**config.mk**
```make
export PLATFORM = sky130hd
export DESIGN_NAME = lfsr_gen
export DESIGN_NICKNAME = d
export VERILOG_FILES = /design/src/rtl/lfsr_gen.sv
export SDC_FILE = /design/constraint.sdc
export NUM_CORES = 1
export LEC_CHECK = 0
export ABC_AREA = 1
export BUFFER_PORTS_ARGS = -buffer_cell sky130_fd_sc_hd__buf_4
export CAP_MARGIN = 25
export CORE_AREA = 2 2 39 41
export CTS_CLUSTER_SIZE = 40
export DETAILED_ROUTE_END_ITERATION = 8
export DIE_AREA = 0 0 41 43
export GPL_TIMING_DRIVEN = 0
export PLACE_DENSITY_LB_ADDON = 0.08
export SYNTH_ARGS = -nofsm -noshare
export SYNTH_HDL_FRONTEND = slang
export SYNTH_SLANG_ARGS = --single-unit
```
**constraint.sdc**
```tcl
create_clock -name clk -period 1.31 [get_ports clk]
set_clock_uncertainty 0.05 [all_clocks]
set_input_delay 0.262 -clock clk [delete_from_list [all_inputs] [get_ports clk]]
set_output_delay 0.262 -clock clk [all_outputs]
set_load 0.03 [all_outputs]
```
**src/rtl/lfsr_gen.sv**
```systemverilog
module lfsr_gen #(
  parameter int              WIDTH    = 8,
  parameter logic [WIDTH-1:0] TAPS    = 8'hB8,
  parameter bit              GALOIS   = 1'b0,
  parameter bit              XNOR     = 1'b0,
  parameter int              STEP     = 1,
  parameter bit              HAS_SEED = 1'b0,
  parameter logic [WIDTH-1:0] SEED    = '0
) (
  input  logic             clk,
  input  logic             arst,
  input  logic             step_en,
  input  logic             seed_vld,
  input  logic [WIDTH-1:0] seed_data,
  output logic [WIDTH-1:0] state_out
);
  localparam logic RST_BIT0 = ~XNOR;

  function automatic logic [WIDTH-1:0] one_step(input logic [WIDTH-1:0] s);
    logic [WIDTH-1:0] t;
    t = XNOR ? ~s : s;
    if (GALOIS) t = (t >> 1) ^ ({WIDTH{t[0]}} & TAPS);
    else        t = {t[WIDTH-2:0], ^(t & TAPS)};
    return XNOR ? ~t : t;
  endfunction

  logic [WIDTH-1:0] advanced, next_state;
  logic             load;

  always_comb begin
    advanced = state_out;
    for (int k = 0; k < STEP; k++) advanced = one_step(advanced);
  end

  assign load       = seed_vld | step_en;
  assign next_state = seed_vld ? seed_data : advanced;

  for (genvar i = 0; i < WIDTH; i++) begin : g_bit
    logic q;
    if (HAS_SEED) begin : g_seeded
      always_ff @(posedge clk or posedge arst)
        if (arst)      q <= SEED[i];
        else if (load) q <= next_state[i];
    end else if (i == 0) begin : g_escape
      always_ff @(posedge clk or posedge arst)
        if (arst)      q <= RST_BIT0;
        else if (load) q <= next_state[i];
    end else begin : g_plain
      always_ff @(posedge clk)
        if (load) q <= next_state[i];
    end
    assign state_out[i] = q;
  end
endmodule

```
Word level (Yosys, flattened, before mapping)

Cells that the tools add are included.

Word-level logic and storage cells: 11
Bits in read-only memories: 0
Output and inout port bits: 8
Memories kept: 0
Bits in registers: 8
Input port bits: 12
Bits in writable memories: 0
Latch bits: 0

Bitwise logic cells: 1
Reduce and logical (&&, ||, !) cells: 1
Add/subtract/negate cells: 0
Order comparisons: 0
Shift-type cells: 0
Multiplexer cells: 1
$mul: 0
Divide/modulo/power cells: 0
Equality and inequality tests: 0

Operators by type and width:

| kind              | count |
|---|---|
| 8-bit two-way mux | 1 |
| 8-bit parity      | 1 |
| 1-bit OR          | 1 |

Logic depth before layout (Yosys ltp)

Depth after elaboration: 2
Depth in mapped cells: 6
Mapped depth without buffers: 6

Worst setup path before layout

Ideal clock, no wire load.

Path kind: register to output
Start point: reg g_bit[0].q
End point: out state_out[0]
Stages on the path, launching flop included: 2
Data required time: 998 ps
Arrival: 649 ps
Buffers on the path: 1
Setup slack: 349 ps
Cell sequence: dfstp_2 -> buf_4

RTL lines:

| element                  | line | text |
|---|---|---|
| start: declaration       | 39   | `logic q;` |
| start signal: assignment | 47   | `else if (load) q <= next_state[i];` |
| end: declaration         | 15   | `output logic [WIDTH-1:0] state_out` |

No word-level cell between the ends.

Worst setup path in the final report

Start point: reg g_bit[2].q
End point: out state_out[2]

RTL lines:

| element                  | line | text |
|---|---|---|
| start: declaration       | 39   |  |
| start signal: assignment | 50   | `if (load) q <= next_state[i];` |

No word-level cell between the ends.

==> flow_metrics.env <==
export IMPL_drc=0
export IMPL_rsz0062_at_grt="no"
export IMPL_cpPeakStageDelay_ns=0.39
export IMPL_reg2reg_to="g_bit[0].q$_DFFE_PP1P_"
export IMPL_dpl_cell_count=97
export IMPL_reg_top3="g_bit.q x8"
export IMPL_synthDistinctLibCells=11
export IMPL_synthTopCellsByCount="nand2_1 (31), buf_4 (8), edfxtp_1 (7), inv_1 (6), o21ai_0 (3)"
export IMPL_antenna_found_initial=0
export IMPL_cap_viol_max_count=0
export IMPL_startpoint_type="register"
export IMPL_core_area_um2=1380
export IMPL_leakage_uw=0.000367
export IMPL_min_to="g_bit[0].q$_DFFE_PP1P_"
export IMPL_rr_startpoint="g_bit[4].q$_DFFE_PP_"
export IMPL_via_per_inst=4.19
export IMPL_ys_seq_area_share_pct=49.6
export IMPL_async_flop_share_pct=12.5
export IMPL_synth_edf_count=7
export IMPL_dieWidth_um=41
export IMPL_synth_top_area_share_pct=44.1
export IMPL_synthesis_area_um2=477
export IMPL_setup_violations_final=0
export IMPL_dieHeight_um=43
export IMPL_outcome="finished, final reports clean"
export IMPL_grt_start_max_net_pins=11
export IMPL_synth_seq_cells=8
export IMPL_grt_pass1_wl_um=1480
export IMPL_crit_required_ns=1.00
export IMPL_critPathKind="reg -> out"
export IMPL_ys_flop_type="edfxtp_1"
export IMPL_clock_sinks=8
export IMPL_cts_tree="built"
export IMPL_grt_pass1_vias=378
export IMPL_track_usage_pct=13.1
export IMPL_hold_class="in -> reg"
export IMPL_hold_depth=3
export IMPL_syn_inst=62
export IMPL_yosysTopAreaCell="edfxtp_1"
export IMPL_top_register="g_bit.q"
export IMPL_clk_latency_ns=0.26
export IMPL_grt_overflow=0
export IMPL_initial_core_util_pct=34.4
export IMPL_drt_antenna_violating_nets=0
export IMPL_setup_tns_ns=0
export IMPL_cp_max_fo=2
export IMPL_root_buffer="clkbuf_4"
export IMPL_max_freq_mhz=794
export IMPL_routed_wl_um=887
export IMPL_crit_path_end_kind="output port"
export IMPL_arrival_ns=0.95
export IMPL_largest_reg_flops=8
export IMPL_hold_ws_ns=0.163
export IMPL_drv_slew=0
export IMPL_synth_most_common_cell="nand2_1"
export IMPL_critPathSlowestCell="edfxtp_1"
export IMPL_fin_crit_sh_pct=96.1
export IMPL_synth_nets=74
export IMPL_clk_pin_slew_worst_paths_ns=0.06
export IMPL_synth_avg_cell_area_um2=7.69
export IMPL_areaGrowthSynthToFinish_pct=42.5
export IMPL_wl_per_cell_um=8.78
export IMPL_crit_chain="buf_4 > buf_4"
export IMPL_diodes=0
export IMPL_cp_num_buf_inv=2
export IMPL_hold_viol=0
export IMPL_cpMostUsedCell="buf_4"
export IMPL_peakVddDrop_mv=0.390
export IMPL_synthTopCellsByArea="edfxtp_1 (44%), nand2_1 (24%), buf_4 (13%), dfstp_2 (5.5%), inv_1 (4.7%)"
export IMPL_drive_gt1_share_pct=37.6
export IMPL_cpLargestDelayFamily="flip-flops"
export IMPL_hpwl_um=655
export IMPL_reg2reg_depth=7
export IMPL_cts_max_level=1
export IMPL_gp_congestion=0.715
export IMPL_ys_warnings_count=0
export IMPL_num_vias=423
export IMPL_ios=20
export IMPL_die_area_um2=1760
export IMPL_instances_no_fill=101
export IMPL_first_pass_iters=4
export IMPL_nets=98
export IMPL_pwr_density_cell_nw_per_um2=1140
export IMPL_rrSetupSlack_ns=0.26
export IMPL_num_rows=14
export IMPL_dr_first_iter_drc_count=2
export IMPL_clockBufferDepth=2
export IMPL_cts_made_buffers=3
export IMPL_tightest_slew_ns=0.305
export IMPL_fin_crit_ns=1.26
export IMPL_hp_start="seed_data[0]"
export IMPL_slew_headroom_pct=79.6
export IMPL_port_buffers=19
## worst max path at each step
| stage | from | endpoint | slack (ns) | depth (start not counted) |
|---|---|---|---|---|
| 4_1_cts | g_bit[0].q$_DFFE_PP1P_ | state_out[0] | 0.001 | 2 |
| 3_5_place_dp | g_bit[0].q$_DFFE_PP1P_ | state_out[0] | 0.25 | 2 |
| 6_report | g_bit[2].q$_DFFE_PP_ | state_out[2] | 0.05 | 2 |
| 2_1_floorplan | g_bit[0].q$_DFFE_PP1P_ | state_out[0] | 0.35 | 1 |
| 3_3_place_gp | g_bit[0].q$_DFFE_PP1P_ | state_out[0] | 0.25 | 2 |
| 5_1_grt | g_bit[4].q$_DFFE_PP_ | state_out[4] | 0.01 | 2 |
## power breakdown
group | leakage [uW] | switching (uW) | internal, uW | total (uW)
Clock | 0.0000150 | 92.8 | 117 | 210
Combinational | 0.000269 | 123 | 112 | 235
Sequential | 0.0000836 | 18.3 | 314 | 332
## placed cells by master, fill, tap and decap left out
master / synthesis / final
nand2_1: 31 / 31
buf_4: 8 / 23
edfxtp_1: 7 / 7
inv_1: 6 / 6
o21ai_0: 3 / 3
clkbuf_4: 0 / 3
buf_6: 0 / 3
nor2_1: 2 / 2
inv_2: 1 / 1
nand3_1: 1 / 1
a21oi_1: 1 / 1
buf_2: 1 / 1
clkbuf_1: 0 / 1
dfstp_2: 1 / 1
dlygate4sd3_1: 0 / 1
## per-layer routing
layer  wire (um)  global-route usage [%]  vias to the layer above
li1            -                       -                      231
met2         433                    16.6                       13
met3          57                    3.66                        2
met4           9                    12.0                        0
met5           0                       0                        -
met1         387                    17.1                      177
## cells by family (layout without fill, tap and decap cells)
family / count (synthesis) / count (layout) / synth area share (%)
AOI/OAI and AO/OA: 4 / 4 / 4.20
buffers and inverters: 16 / 39 / 19.2
DFF: 8 / 8 / 49.6
and+or+nand+nor: 34 / 34 / 27.0
## layout make-up
type | instances | area (um^2)
flip-flops and latches | 8 | 236
fillers | 142 | 704
inverters | 7 | 26.3
clock buffers | 4 | 26.3
multi-input cells | 38 | 149
well taps | 16 | 20.0
repair buffers | 23 | 186
plain buffers | 5 | 35.0
## worst register-to-register path, cell delays in order (launching register included)
cell	delay [ns]
edfxtp_1	0.41
buf_4	0.16
inv_1	0.07
nand2_1	0.06
nand2_1	0.06
nand2_1	0.06
nand3_1	0.07
nand2_1	0.05
## per-stage QoR
stage / worst slack (ns) / instance area (um^2) / utilization, % / total power (uW)
finish: 0.0506 / 679 / 49.1 / 778
global route: 0.0132 / 679 / 49.1 / 831
detailed placement: 0.246 / 639 / 46.2 / 567
floorplan: 0.349 / 477 / - / 485
global placement: 0.246 / 639 / 46.2 / 565
CTS: 0.000979 / 687 / 49.6 / 787
## repair_timing
item                                   in CTS  in global routing
hold buffers                                1                  0
endpoints found under the hold margin       1                  0
resized for setup                           1                  2
setup endpoints to repair                   1                  7
buffers inserted                            1                  2
(Power assumes the default switching activity.)
